==> src/rtl/fpm_pkg.sv <==
package fpm_pkg;
  localparam int DEF_EXP_W  = 8;
  localparam int DEF_FRAC_W = 23;

  function automatic int exp_bias(input int exp_w);
    return (1 << (exp_w - 1)) - 1;
  endfunction
endpackage

==> src/rtl/fpm_frac_sel.sv <==
module fpm_frac_sel #(
  parameter int FRAC_W = 23,
  localparam int SIG_W  = FRAC_W + 1,
  localparam int PROD_W = 2 * SIG_W
) (
  input  logic [PROD_W-1:0] prod,
  output logic [FRAC_W-1:0] kept,
  output logic              rnd_bit,
  output logic              norm_cy
);
  // top bit set: product lies in [2,4), window one place higher
  always_comb begin
    norm_cy = prod[PROD_W-1];
    if (norm_cy) begin
      kept    = prod[PROD_W-2 -: FRAC_W];
      rnd_bit = prod[PROD_W-2-FRAC_W];
    end else begin
      kept    = prod[PROD_W-3 -: FRAC_W];
      rnd_bit = prod[PROD_W-3-FRAC_W];
    end
  end
endmodule

==> src/rtl/fpm_round.sv <==
module fpm_round #(
  parameter int FRAC_W = 23
) (
  input  logic [FRAC_W-1:0] kept,
  input  logic              rnd_bit,
  output logic [FRAC_W-1:0] frac,
  output logic              rnd_cy
);
  logic [FRAC_W:0] sum;
  always_comb begin
    sum    = {1'b0, kept} + {{FRAC_W{1'b0}}, rnd_bit};
    frac   = sum[FRAC_W-1:0];
    rnd_cy = sum[FRAC_W];
  end
endmodule

==> src/rtl/fpm_exp_add.sv <==
module fpm_exp_add #(
  parameter int EXP_W = 8,
  localparam int ESUM_W = EXP_W + 2
) (
  input  logic [ESUM_W-1:0] base,
  input  logic              norm_cy,
  input  logic              rnd_cy,
  output logic [EXP_W-1:0]  exp_out,
  output logic              ovf,
  output logic              unf
);
  logic [ESUM_W-1:0] total;
  always_comb begin
    total   = base + {{(ESUM_W-1){1'b0}}, norm_cy} + {{(ESUM_W-1){1'b0}}, rnd_cy};
    exp_out = total[EXP_W-1:0];
    unf     = total[ESUM_W-1];
    ovf     = ~total[ESUM_W-1] & total[EXP_W];
  end
endmodule

==> src/rtl/fpm_pack_stage.sv <==
module fpm_pack_stage #(
  parameter int EXP_W  = fpm_pkg::DEF_EXP_W,
  parameter int FRAC_W = fpm_pkg::DEF_FRAC_W,
  localparam int WORD_W = 1 + EXP_W + FRAC_W,
  localparam int PROD_W = 2 * (FRAC_W + 1),
  localparam int ESUM_W = EXP_W + 2,
  localparam int BIAS   = fpm_pkg::exp_bias(EXP_W)
) (
  input  logic              clk,
  input  logic              rst,
  input  logic [WORD_W-1:0] op_a,
  input  logic [WORD_W-1:0] op_b,
  input  logic [PROD_W-1:0] prod,
  input  logic              prod_vld,
  output logic [WORD_W-1:0] res,
  output logic              res_vld,
  output logic              exp_ovf,
  output logic              exp_unf
);
  // stage 1: window selection and exponent base
  logic [FRAC_W-1:0] sel_kept;
  logic              sel_rnd, sel_norm;
  logic [ESUM_W-1:0] base_c;

  fpm_frac_sel #(.FRAC_W(FRAC_W)) u_sel (
    .prod    (prod),
    .kept    (sel_kept),
    .rnd_bit (sel_rnd),
    .norm_cy (sel_norm)
  );

  always_comb begin
    base_c = {2'b00, op_a[WORD_W-2 -: EXP_W]} + {2'b00, op_b[WORD_W-2 -: EXP_W]}
           - ESUM_W'(BIAS);
  end

  logic              s1_vld, s1_sign, s1_rnd, s1_norm;
  logic [FRAC_W-1:0] s1_kept;
  logic [ESUM_W-1:0] s1_base;

  always_ff @(posedge clk) begin
    if (rst) begin
      s1_vld  <= 1'b0;
      s1_sign <= 1'b0;
      s1_rnd  <= 1'b0;
      s1_norm <= 1'b0;
      s1_kept <= '0;
      s1_base <= '0;
    end else begin
      s1_vld <= prod_vld;
      if (prod_vld) begin
        s1_sign <= op_a[WORD_W-1] ^ op_b[WORD_W-1];
        s1_rnd  <= sel_rnd;
        s1_norm <= sel_norm;
        s1_kept <= sel_kept;
        s1_base <= base_c;
      end
    end
  end

  // stage 2: round, finish exponent, pack
  logic [FRAC_W-1:0] frac_c;
  logic              rnd_cy;
  logic [EXP_W-1:0]  exp_c;
  logic              ovf_c, unf_c;

  fpm_round #(.FRAC_W(FRAC_W)) u_rnd (
    .kept    (s1_kept),
    .rnd_bit (s1_rnd),
    .frac    (frac_c),
    .rnd_cy  (rnd_cy)
  );

  fpm_exp_add #(.EXP_W(EXP_W)) u_exp (
    .base    (s1_base),
    .norm_cy (s1_norm),
    .rnd_cy  (rnd_cy),
    .exp_out (exp_c),
    .ovf     (ovf_c),
    .unf     (unf_c)
  );

  always_ff @(posedge clk) begin
    if (rst) begin
      res     <= '0;
      res_vld <= 1'b0;
      exp_ovf <= 1'b0;
      exp_unf <= 1'b0;
    end else begin
      res_vld <= s1_vld;
      exp_ovf <= s1_vld & ovf_c;
      exp_unf <= s1_vld & unf_c;
      if (s1_vld) res <= {s1_sign, exp_c, frac_c};
    end
  end
endmodule

==> config.mk <==
export PLATFORM = sky130hd
export DESIGN_NAME = fpm_pack_stage
export DESIGN_NICKNAME = d
export VERILOG_FILES = /design/src/rtl/fpm_pkg.sv /design/src/rtl/fpm_frac_sel.sv /design/src/rtl/fpm_round.sv /design/src/rtl/fpm_exp_add.sv /design/src/rtl/fpm_pack_stage.sv
export SDC_FILE = /design/constraint.sdc
export NUM_CORES = 1
export LEC_CHECK = 0
export BUFFER_PORTS_ARGS = -buffer_cell sky130_fd_sc_hd__buf_4
export CAP_MARGIN = 20
export CORE_ASPECT_RATIO = 1.25
export CORE_UTILIZATION = 40
export DETAILED_ROUTE_END_ITERATION = 8
export GPL_ROUTABILITY_DRIVEN = 0
export PLACE_DENSITY = 0.67
export SLEW_MARGIN = 0
export SYNTH_ARGS = -nofsm -noshare
export SYNTH_HDL_FRONTEND = slang
export SYNTH_SLANG_ARGS = --single-unit
export TNS_END_PERCENT = 20
==> constraint.sdc <==
create_clock -name clk -period 2.2 [get_ports clk]
set_clock_uncertainty 0.1 [all_clocks]
set_input_delay 0.11 -clock clk [delete_from_list [all_inputs] [get_ports clk]]
set_output_delay 0.11 -clock clk [all_outputs]
set_load 0.005 [all_outputs]
Word-level counts from Yosys, hierarchy flattened
Index checks and enable logic that the tools add are counted.
{ "word_totals": {"inputBits": 115, "output_inout_bits": 35, "wordCells": 22, "regBits": 72} }
{ "classes": {"mux": 2, "addsub": 5, "bitwise_logic": 5} }
{ "op_table": {"columns": ["op", "count"], "rows": [
  ["$add A23 B1 Y24", 1],
  ["$mux W23", 1],
  ["$add A10 B1 Y10", 2],
  ["$sub A9 B7 Y10 const B", 1],
  ["$add A8 B8 Y9", 1],
  ["$and A1 B1 Y1", 3],
  ["$mux W1", 1],
  ["$not A1 Y1", 1],
  ["$xor A1 B1 Y1", 1]
]} }

Logic depth before layout (Yosys ltp)
Gate-level depths: netlist of run 1.
{ "logic_depth": {"ltp_word": 5, "depth_mapped": 10, "mapped_depth_nobuf": 10} }

Hierarchy
A second synthesis of run 1 with hierarchy kept.
{ "hier_totals": {"hier_cells": 410, "hier_area_um2": 4090.2} }
{ "by_module_without_submodules": {"columns": ["mod", "n_inst", "cells_per_inst", "seq_area_each_um2", "area_each_um2"], "rows": [
  ["fpm_pack_stage", 1, 281, 1441.4, 2926.6],
  ["fpm_round", 1, 70, 0.0, 515.5],
  ["fpm_frac_sel", 1, 28, 0.0, 404.1],
  ["fpm_exp_add", 1, 31, 0.0, 244.0]
]} }

Worst setup path after synthesis of run 1
OpenSTA, ideal clock, no wires.
{ "synth_timing": {"kind": "reg-to-reg", "start": "register s1_kept[10]", "end": "register exp_ovf", "setup_ns": 0.070, "path_buffers": 0, "arrival_time_ns": 2.316, "path_slack_ns": -0.286, "period_less_slack_ns": 2.486, "t_required_ns": 2.030, "stages_incl_launch_ff": 9, "cell_sequence": "dfxtp_1 -> nand4_4 -> nor4_1 -> and3_1 -> fa_1 -> ha_1 -> nand4_1 -> or4_1 -> a21oi_1"} }
{ "synth_between": {"elab_chain_len": 5} }
{ "synth_rtl": {"columns": ["element", "line_no", "rtl"], "rows": [
  ["from (decl)", "fpm_pack_stage.sv:38", "logic [FRAC_W-1:0] s1_kept;"],
  ["from (signal assigned)", "fpm_pack_stage.sv:55", "s1_kept <= sel_kept;"],
  ["$add A23 B1 Y24 (*)", "fpm_round.sv:11", "sum = {1'b0, kept} + {{FRAC_W{1'b0}}, rnd_bit};"],
  ["$add A10 B1 Y10 (*)", "fpm_exp_add.sv:14", "total = base + {{(ESUM_W-1){1'b0}}, norm_cy} + {{(ESUM_W-1){1'b0}}, rnd_cy};"],
  ["$not A1 Y1", "fpm_exp_add.sv:17", "ovf = ~total[ESUM_W-1] & total[EXP_W];"],
  ["$and A1 B1 Y1 (*)", "fpm_exp_add.sv:17", null],
  ["$and A1 B1 Y1 (*)", "fpm_pack_stage.sv:91", "exp_ovf <= s1_vld & ovf_c;"],
  ["to (signal assigned)", "fpm_pack_stage.sv:91", null],
  ["to (decl)", "fpm_pack_stage.sv:17", "output logic exp_ovf,"]
]} }
Mark *: on every way between the ends. The rest lies on a longest branch, timed or not.
A chain may end at the register's enable or synchronous reset.

Final worst setup path of run 1
{ "layout_timing": {"start": "register s1_kept[18]", "end": "register res[29]"} }
{ "layout_between": {"elab_chain_len": 2} }
{ "layout_rtl": {"columns": ["element", "line_no", "rtl"], "rows": [
  ["$add A23 B1 Y24", "fpm_round.sv:11", null],
  ["$add A10 B1 Y10", "fpm_exp_add.sv:14", null],
  ["to (signal assigned)", "fpm_pack_stage.sv:93", "if (s1_vld) res <= {s1_sign, exp_c, frac_c};"],
  ["to (decl)", "fpm_pack_stage.sv:15", "output logic [WORD_W-1:0] res,"]
]} }
No other way between the ends.

==> reports/results.ini, run 1 <==
[status]
status=finished with violations
violations=negative setup slack

[global_route]
grt_util_all_layers=0.185
antenna_found_initial=0
grt_pass1_vias=2956
grt_pass1_wl_mm=13.6
grt.overflow.total=0
grt_max_degree=52

[power]
pwr-share-seq=0.466
ir_drop_mv=0.345
p_switching_mw=0.849
p_int_mw=2.33
netSwitchingFraction=0.267
combinationalPowerShare=0.186
power_per_cell_area_mw_per_mm2=641
finalPower_mw=3.18
p_leak_nw=2.13
power_frac_clock=0.348

[synthesis]
synth_async_sr_flop_share=0
synth.avg_cell_area_sq_um=9.17
ys_seq_area_frac=0.393
syn_inst=400
synth_top_family_by_area=simple AND/OR/NAND/NOR gates
synth-seq-cells=72
synth-compound-area-share=0.160
synthSimpleGateAreaFrac=0.175
synth_cell_types=43
synth-xor-area-share=0.0716
synthesis.area_sq_mm=0.00367
synthAdderAreaFrac=0.0723
synth-edff-count=0
synth_nets=535
synth_warnings=0
synthMuxAreaShare=0.0901
ys.flop_type=dfxtp_1

[detailed_routing]
vias=3187
met2_length_mm=3.82
drt_iter0_markers=139
postRouteAntennaNets=0
dr.max_layer_used=met4
drt-met1-wl_mm=3.93
avgViaCountPerCell=5.00
wire_per_inst_microns=13.0
routed_wl_mm=8.28
wl_met3_microns=325
drc=0
first_pass_iters=4

[die]
die_h_microns=109
die_w_microns=87.6
rows=38
fp.dieArea_sq_mm=0.00956
start_util=0.417
ios=150
core_sq_mm=0.00880

[sta]
slew_viol_final=0
setup-violations-final=4
rsz0062_at_grt=true
max_freq_mhz=424
post-route-period-util=1.07
relSlewSlack=0.653
worst_slack_ns=-0.159
final.setup.tns_ns=-0.354
hold_violations=0
period_needed_ns=2.36
worst_slew_pin_slew_ns=0.520

[layout]
final_cell_mix=buf_4, nor2_1, dfxtp_1
fillers=803
drive_gt1_frac=0.337
diodes=0
final_common_cell=buf_4
nets=647
syn_to_final_growth_pct=35.5
fin_cells=637
final_area_sq_mm=0.00497

[critical_path]
cp.arrival_ns=2.52
startpoint_type=register
required_ns=2.36
path_max_fanout=4
crit_type=reg -> reg
cp-end-kind=register

[run]
maxCapViolations=0

[cts]
cts_buffers=9
cts_tree=yes
insertion_delay_ns=0.35
clk_path_buf_depth=2
cts_htree_levels=3
cts_root_buf=clkbuf_8
cts_sinks=72
clkTransAtPathRegs_ns=0.08

[placement]
placed_area_sq_mm=0.00465
numPortBuffers=81
hpwlAfterDp_mm=6.21
place_inst=615

[worst_hold_path]
hold_class=in -> reg

[path summary, 6_finish.rpt]
path                                                from                      end  cells after the start  slack, ns
worst max-delay path            s1_kept[18]$_SDFFE_PP0P_     res[29]$_SDFFE_PP0P_                      8      -0.16
worst min-delay path                            prod[31]  s1_kept[8]$_SDFFE_PP0P_                      3       0.01
worst max register to register  s1_kept[18]$_SDFFE_PP0P_     res[29]$_SDFFE_PP0P_                      8      -0.16
worst min register to register       res[9]$_SDFFE_PP0P_      res[9]$_SDFFE_PP0P_                      2       0.38
[through the flow]
step / hold slack, ns / util / setup slack [ns]
after floorplan: 0.171 / - / -0.101
after global placement: 0.313 / 0.529 / -0.154
after detailed placement: 0.316 / 0.529 / -0.197
after CTS: 0.000646 / 0.558 / -0.154
after global routing: 0.0152 / 0.565 / -0.242
final: 0.0123 / 0.565 / -0.159
[sequential cells by signal (all words and copies together), names as in the netlist]
name     count
res         32
s1_base     10
exp_unf      1
s1_vld       1
s1_kept     23
s1_rnd       1
s1_sign      1
res_vld      1
s1_norm      1
exp_ovf      1
[area by class of cell]
class	count	area, sq um	area share
clock buffer	12	165	0.0332
clock inverter	4	51.3	0.0103
inverter	13	48.8	0.00982
multi-input combinational	292	2150	0.434
sequential	72	1460	0.294
tap	120	150	0.0302
timing repair buffer	124	938	0.189
[layer usage]
metal / global-route usage / vias to the layer above
met3: 0.0288 / 16
met2: 0.290 / 65
li1: - / 1658
met5: 0 / -
met1: 0.247 / 1448
met4: 0.0925 / 0
[power groups by stage]
stage	logic, mW	registers [mW]	clock network, mW
floorplan	0.330	1.50	0
global placement	0.573	1.50	0
detailed placement	0.584	1.51	0
CTS	0.593	1.48	1.13
global route	0.668	1.50	1.19
finish	0.593	1.48	1.11
[cell usage after synthesis, types with 2 or more instances]
cell      number  share of area
nor2_1        74          0.076
dfxtp_1       72           0.39
a211oi_1      50           0.10
mux2i_1       33          0.090
ha_1          18          0.061
clkbuf_1      16          0.016
xnor2_1       16          0.038
nand2_1       15          0.015
xor2_1        14          0.033
inv_1         13          0.013
o21ai_0        9          0.012
nand3_1        8          0.011
nand4_1        8          0.014
buf_2          4         0.0055
a211oi_2       3          0.010
a21o_1         3         0.0061
and3_1         3         0.0051
buf_1          3         0.0031
nand2b_1       3         0.0051
nor3_1         3         0.0041
a21oi_1        2         0.0027
a311oi_1       2         0.0048
a31oi_1        2         0.0034
fa_1           2          0.011
nand4_4        2          0.012
nor3_2         2         0.0055
nor4_1         2         0.0034
o311ai_0       2         0.0048
or3_1          2         0.0034
[worst max-delay path, cell delays in order (launching register included)]
cell and delay, ns:
dfxtp_2 0.33, nand4_1 0.17, nor4_4 0.33, and3_4 0.23, fa_2 0.22, ha_4 0.14
nand4_1 0.15, or3_1 0.35, a311oi_1 0.25
[logic make-up after synthesis]
kind of cell	count (synthesis)
flip-flops	72
AND/OR/NAND/NOR	130
buffers and inverters	36
multiplexers	33
adder cells (fa/ha/maj)	20
XOR/XNOR	30
AO/OA/AOI/OAI	79
[repair_timing]
item | in CTS | in global routing
setup buffers | 0 | 3
hold buffers | 3 | 0
cloned | 0 | 0
endpoints found under the setup margin | 5 | 9
endpoints found under the hold margin | 2 | 0
pin swaps | 9 | 12
resized for setup | 4 | 13
(Power assumes the default switching activity.)
==> run 2, diff against run 1 <==
--- a/config.mk
+++ b/config.mk
@@ -6,12 +6,12 @@
 export NUM_CORES = 1
 export LEC_CHECK = 0
 export BUFFER_PORTS_ARGS = -buffer_cell sky130_fd_sc_hd__buf_4
-export CAP_MARGIN = 20
 export CORE_ASPECT_RATIO = 1.25
-export CORE_UTILIZATION = 40
+export CORE_UTILIZATION = 45
+export CTS_BUF_LIST = sky130_fd_sc_hd__clkbuf_4
 export DETAILED_ROUTE_END_ITERATION = 8
 export GPL_ROUTABILITY_DRIVEN = 0
-export PLACE_DENSITY = 0.67
+export PLACE_DENSITY = 0.74
 export SLEW_MARGIN = 0
 export SYNTH_ARGS = -nofsm -noshare
 export SYNTH_HDL_FRONTEND = slang
==> run 2 against run 1 <==
  * The run still ends with negative setup slack left
  * Routed wire length grew 11%
  * Flip-flop and latch count is the same
  * Via count grew 6.8%
  * Combinational power grew 12%
  * Largest cell class unchanged
==> reports/results.ini, run 2 (synthesized netlist as in run 1, its figures left out) <==
[power]
combinationalPowerShare=0.214  ; +0.028
power_frac_clock=0.310  ; -0.038
p_switching_mw=0.880  ; +3.6%
pwr-share-seq=0.476  ; +0.010
power_per_cell_area_mw_per_mm2=597  ; -6.9%
p_leak_nw=2.24  ; +5.4%
netSwitchingFraction=0.283  ; +0.0163
p_int_mw=2.23  ; -4.5%
finalPower_mw=3.11  ; -2.3%
ir_drop_mv=0.442  ; +28%

[layout]
fillers=633  ; -21%
syn_to_final_growth_pct=42.1
fin_cells=644  ; +1.1%
diodes=0  ; unchanged
final_cell_mix=buf_4, nor2_1, dfxtp_1
nets=679  ; +4.9%
drive_gt1_frac=0.306  ; -0.0305
reg_top3=res x32, s1_kept x23, s1_base x10
final_area_sq_mm=0.00521  ; +4.9%
largest_reg_flops=32  ; unchanged
final_common_cell=buf_4
top_register=res

[die]
ios=150  ; unchanged
rows=36  ; -5.3%
die_h_microns=103  ; -5.6%
start_util=0.468  ; +0.0510
fp.dieArea_sq_mm=0.00852  ; -11%
die_w_microns=82.7  ; -5.6%
core_sq_mm=0.00784  ; -11%

[global_route]
grt_pass1_wl_mm=15.0  ; +10%
grt_util_all_layers=0.234  ; +0.0486
grt_pass1_vias=3291  ; +11%
grt.overflow.total=0  ; unchanged
antenna_found_initial=0  ; unchanged
grt_max_degree=66  ; +27%

[sta]
relSlewSlack=0.563  ; -0.0903
post-route-period-util=1.06  ; -0.0135
hold_violations=0  ; unchanged
period_needed_ns=2.33  ; -0.0296 ns
max_freq_mhz=429  ; +1.3%
worst_slew_pin_slew_ns=0.655  ; +0.136 ns
worst_slack_ns=-0.129  ; +0.0296 ns
rsz0062_at_grt=true
slew_viol_final=0  ; unchanged
setup-violations-final=5  ; +1

[placement]
numPortBuffers=81  ; unchanged
placed_area_sq_mm=0.00464  ; -0.40%
hpwlAfterDp_mm=6.30  ; +1.5%
dp_worst_setup_slack_ns=-0.220  ; -0.0235 ns
place_inst=590  ; -4.1%

[detailed_routing]
drt_iter0_markers=228  ; +64%
drc=0  ; unchanged
first_pass_iters=4  ; unchanged
postRouteAntennaNets=0  ; unchanged
vias=3405  ; +6.8%
routed_wl_mm=9.20  ; +11%
avgViaCountPerCell=5.29  ; +5.7%
wire_per_inst_microns=14.3  ; +10%

[cts]
cts_root_buf=clkbuf_4
cts_tree=yes
cts_sinks=72  ; unchanged
clk_path_buf_depth=2  ; unchanged
clkTransAtPathRegs_ns=0.12  ; +0.04 ns
insertion_delay_ns=0.42  ; +0.07 ns
cts_buffers=9  ; unchanged
cts_htree_levels=3  ; unchanged

[run]
maxCapViolations=0  ; unchanged

[critical_path]
path_max_fanout=4  ; unchanged
crit_type=reg -> reg
startpoint_type=register
cp.arrival_ns=2.58  ; +0.06 ns
required_ns=2.45  ; +0.09 ns
cp-end-kind=register

[status]
violations=negative setup slack
status=finished with violations

[worst_hold_path]
hold_class=in -> reg

[run 2: layer usage]
metal | GRT usage | wire length, microns
met1 | 0.284 | 3920
met2 | 0.393 | 4530
met3 | 0.0513 | 514
met4 | 0.101 | 241
met5 | 0 | 0
[run 2: power by group through the flow]
stage | Clock, mW | Sequential, mW | Combinational [mW]
finish | 0.963 | 1.48 | 0.666
global route | 1.04 | 1.50 | 0.738
CTS | 0.972 | 1.48 | 0.655
detailed placement | 0 | 1.51 | 0.591
global placement | 0 | 1.50 | 0.577
floorplan | 0 | 1.50 | 0.330
[run 2: path summary, 6_finish.rpt]
| kind | from | end | slack, ns | cells past startpoint |
|---|---|---|---|---|
| worst min register to register | res[11]$_SDFFE_PP0P_ | res[11]$_SDFFE_PP0P_ | 0.39 | 2 |
| worst min-delay path | op_b[24] | s1_base[1]$_SDFFE_PP0P_ | 0.07 | 5 |
| worst max-delay path | s1_kept[9]$_SDFFE_PP0P_ | res[29]$_SDFFE_PP0P_ | -0.13 | 8 |
| worst max register to register | s1_kept[9]$_SDFFE_PP0P_ | res[29]$_SDFFE_PP0P_ | -0.13 | 8 |
[run 2: timing repair]
action | 4_1_cts | 5_1_grt
setup buffers | 1 | 0
hold buffers | 37 | 0
resized for setup | 6 | 5
endpoints found under the hold margin | 48 | 0
pin swaps | 8 | 5
setup endpoints to repair | 6 | 7
[run 2: through the flow]
step / hold WS (ns) / utilization / setup TNS [ns]
3_5_place_dp: 0.318 / 0.591 / -0.976
5_1_grt: 0.0728 / 0.665 / -1.10
4_1_cts: 0.0713 / 0.662 / -0.460
2_1_floorplan: 0.171 / - / -0.169
3_3_place_gp: 0.309 / 0.591 / -0.355
6_report: 0.0702 / 0.665 / -0.325
[run 2: worst max-delay path, stage by stage (launching register included)]
cell      delay (ns)
dfxtp_2         0.38
nand4_4         0.13
nor4_4          0.31
and3_4          0.22
fa_2            0.22
ha_4            0.15
nand4_1         0.16
or3_1           0.36
a311oi_2        0.22
[run 2: layout make-up]
| class | instances | area, sq um | area share |
|---|---|---|---|
| Clock buffer | 9 | 67.6 | 0.0130 |
| Timing Repair Buffer | 156 | 1280 | 0.245 |
| Inverter | 13 | 48.8 | 0.00936 |
| Sequential cell | 72 | 1460 | 0.279 |
| Tap cell | 95 | 119 | 0.0228 |
| Multi-Input combinational cell | 292 | 2150 | 0.412 |
| Clock inverter | 7 | 95.1 | 0.0182 |
==> run 3, diff against run 2 <==
--- a/config.mk
+++ b/config.mk
@@ -7,11 +7,12 @@
 export LEC_CHECK = 0
 export BUFFER_PORTS_ARGS = -buffer_cell sky130_fd_sc_hd__buf_4
 export CORE_ASPECT_RATIO = 1.25
-export CORE_UTILIZATION = 45
+export CORE_UTILIZATION = 54
 export CTS_BUF_LIST = sky130_fd_sc_hd__clkbuf_4
 export DETAILED_ROUTE_END_ITERATION = 8
 export GPL_ROUTABILITY_DRIVEN = 0
-export PLACE_DENSITY = 0.74
+export PLACE_DENSITY = 0.84
+export RECOVER_POWER = 100
 export SLEW_MARGIN = 0
 export SYNTH_ARGS = -nofsm -noshare
 export SYNTH_HDL_FRONTEND = slang
==> constraint.sdc (replaced) <==
create_clock -name clk -period 2.8 [get_ports clk]
set_clock_uncertainty 0.1 [all_clocks]
set_input_delay 0.14 -clock clk [delete_from_list [all_inputs] [get_ports clk]]
set_output_delay 0.14 -clock clk [all_outputs]
set_load 0.005 [all_outputs]
==> run 3 against run 2 <==
  * The run now ends clean
  * Design area is 7.3% lower
  * Routed wire length is 4.8% lower
  * Core utilization is 7.1 points higher
  * Cell count is 5.4% lower
  * Global-route usage is 3.0 points higher
  * Non-clock buffer count is 27 lower
  * Flip-flop and latch count stayed put
  * Register-to-register slack better by 0.16 ns
  * Sequential share of layout area is 1.9 points higher
  * Critical path depth stayed put
==> reports/results.ini, run 3 (synthesized netlist as in run 1, its figures left out) <==
[cts]
clk_path_buf_depth=2  ; unchanged
clkTransAtPathRegs_ns=0.10  ; -0.02 ns
cts_tree=yes
insertion_delay_ns=0.42  ; about the same
cts_buffers=9  ; unchanged
cts_root_buf=clkbuf_4
cts_sinks=72  ; unchanged
cts_htree_levels=3  ; unchanged

[die]
ios=150  ; unchanged
rows=33  ; -8.3%
start_util=0.559  ; +0.0907
die_w_microns=75.7  ; -8.5%
die_h_microns=94.1  ; -8.5%
fp.dieArea_sq_mm=0.00713  ; -16%
core_sq_mm=0.00657  ; -16%

[placement]
numPortBuffers=81  ; unchanged
hpwlAfterDp_mm=5.45  ; -14%
placed_area_sq_mm=0.00435  ; -6.2%

[detailed_routing]
vias=3403  ; -0.059%
routed_wl_mm=8.76  ; -4.8%
drc=0  ; unchanged
drt-met1-wl_mm=3.71  ; -5.5%
postRouteAntennaNets=0  ; unchanged
wire_per_inst_microns=14.4  ; +0.69%
drt_iter0_markers=181  ; -21%
dr.max_layer_used=met4
met2_length_mm=4.34  ; -4.1%
wl_met3_microns=440  ; -14%
first_pass_iters=5  ; +1
avgViaCountPerCell=5.59  ; +5.7%

[global_route]
grt_pass1_vias=3182  ; -3.3%
grt.overflow.total=0  ; unchanged
grt_pass1_wl_mm=14.2  ; -5.6%
grt_util_all_layers=0.264  ; +0.0299
grt_max_degree=71  ; +7.6%
antenna_found_initial=0  ; unchanged

[sta]
setup-violations-final=0  ; -5
relSlewSlack=0.167  ; -0.396
hold_violations=0  ; unchanged
max_freq_mhz=362  ; -16%
period_needed_ns=2.77  ; +0.437 ns
worst_slew_pin_slew_ns=1.25  ; +0.594 ns
post-route-period-util=0.988  ; -0.0707
slew_viol_final=0  ; unchanged

[layout]
ff_latch_area_sq_mm=0.00144  ; -0.95%
reg_top3=res x32, s1_kept x23, s1_base x10
multiInputGateArea_sq_mm=0.00208  ; -3.0%
top_register=res
syn_to_final_growth_pct=31.8
final_util=0.736  ; +0.0710
drive_gt1_frac=0.199  ; -0.107
final_area_sq_mm=0.00483  ; -7.3%
nets=652  ; -4.0%
diodes=0  ; unchanged
final_common_cell=nor2_1
largest_reg_flops=32  ; unchanged
final_cell_mix=nor2_1, dfxtp_1, a211oi_1
fillers=451  ; -29%

[power]
p_leak_nw=2.01  ; -10%
ir_drop_mv=0.266  ; -40%
power_per_cell_area_mw_per_mm2=467  ; -22%

[critical_path]
slowest_stage=or4_1
regToRegSetupSlack_ns=0.03  ; +0.16 ns
timing.critical_path.mode_cell=nand4_1
crit_chain=nand4_1 > nor4_2 > and3_1 > fa_1 > ha_1 > nand4_1 > or4_1 > a21oi_1
r2r_cells=8  ; unchanged
path_max_fanout=5  ; +1
r2r-start=s1_kept[16]$_SDFFE_PP0P_
critical_path.max_stage_delay_ns=0.50  ; +0.12 ns
cp-end-kind=register
required_ns=3.05  ; +0.60 ns
startpoint_type=register
cp.arrival_ns=3.02  ; +0.44 ns
reg2reg_to=exp_ovf$_SDFF_PP0_
crit_type=reg -> reg

[worst_hold_path]
hold_end=s1_kept[4]$_SDFFE_PP0P_
whs_path_depth=3  ; -2
hold_class=in -> reg
min_from=prod[27]

[status]
status=finished clean

[run]
maxCapViolations=0  ; unchanged

[run 3: changes by cell type in the layout (fill, tap and decap cells not counted), moves of 2 or more]
cell           previous run  this run
buf_4                   118        41
clkbuf_4                  9        46
clkbuf_1                  0        13
dfxtp_1                  60        71
dfxtp_2                  12         1
a211oi_1                 48        53
a211oi_2                  5         0
clkbuf_2                  0         2
dlygate4sd3_1            37        39
nor2_1                   72        74
nor2_2                    3         1
[run 3: how the worst max path moves through the flow]
stage / cells after the start / to / slack (ns) / start
after detailed placement: 10 / exp_ovf$_SDFF_PP0_ / 0.11 / s1_rnd$_SDFFE_PP0P_
after CTS: 8 / exp_ovf$_SDFF_PP0_ / 0.07 / s1_kept[16]$_SDFFE_PP0P_
final: 8 / exp_ovf$_SDFF_PP0_ / 0.03 / s1_kept[16]$_SDFFE_PP0P_
after global routing: 8 / res[29]$_SDFFE_PP0P_ / -0.11 / s1_kept[17]$_SDFFE_PP0P_
after floorplan: 8 / exp_ovf$_SDFF_PP0_ / 0.31 / s1_kept[10]$_SDFFE_PP0P_
after global placement: 8 / exp_ovf$_SDFF_PP0_ / 0.13 / s1_kept[16]$_SDFFE_PP0P_
[run 3: layout make-up]
type	count	area share
clock buffer	12	0.0186
clock inverter	4	0.00932
inverter	13	0.0101
multi-input combinational	292	0.431
sequential	72	0.299
tap	87	0.0225
timing repair buffer	129	0.209
[run 3: metal layers]
layer / vias up / global-route usage
li1: 1681 / -
met5: - / 0
met4: 0 / 0.139
met3: 22 / 0.0622
met2: 105 / 0.426
met1: 1595 / 0.319
[run 3: stage by stage]
step	hold slack, ns	power (mW)	cells	TNS, ns	worst slack (ns)
after floorplan	0.201	1.44	400	0	0.314
after global placement	0.345	1.58	552	0	0.127
after detailed placement	0.347	1.59	552	0	0.114
after CTS	0.0158	2.28	607	0	0.0739
after global routing	0.000324	2.39	609	-0.185	-0.110
final	0.0156	2.26	609	0	0.0337
[run 3: worst max-delay path: cells and delay by family, from the launching register on]
kind	cells	cell delay [ns]
AO/OA/AOI/OAI	1	0.16
adder cells (fa/ha/maj)	2	0.44
flip-flops	1	0.49
AND/OR/NAND/NOR	5	1.51
[run 3: where the power goes]
part	switching [mW]	internal [mW]
combinational	0.203	0.241
sequential	0.0776	1.10
clock	0.340	0.299
total	0.621	1.64
[run 3: what timing repair did]
item,in CTS,in global routing
hold buffers,39,0
buffers inserted,0,2
endpoints found under the setup margin,0,3
endpoints found under the hold margin,24,0
gates resized for setup,0,3
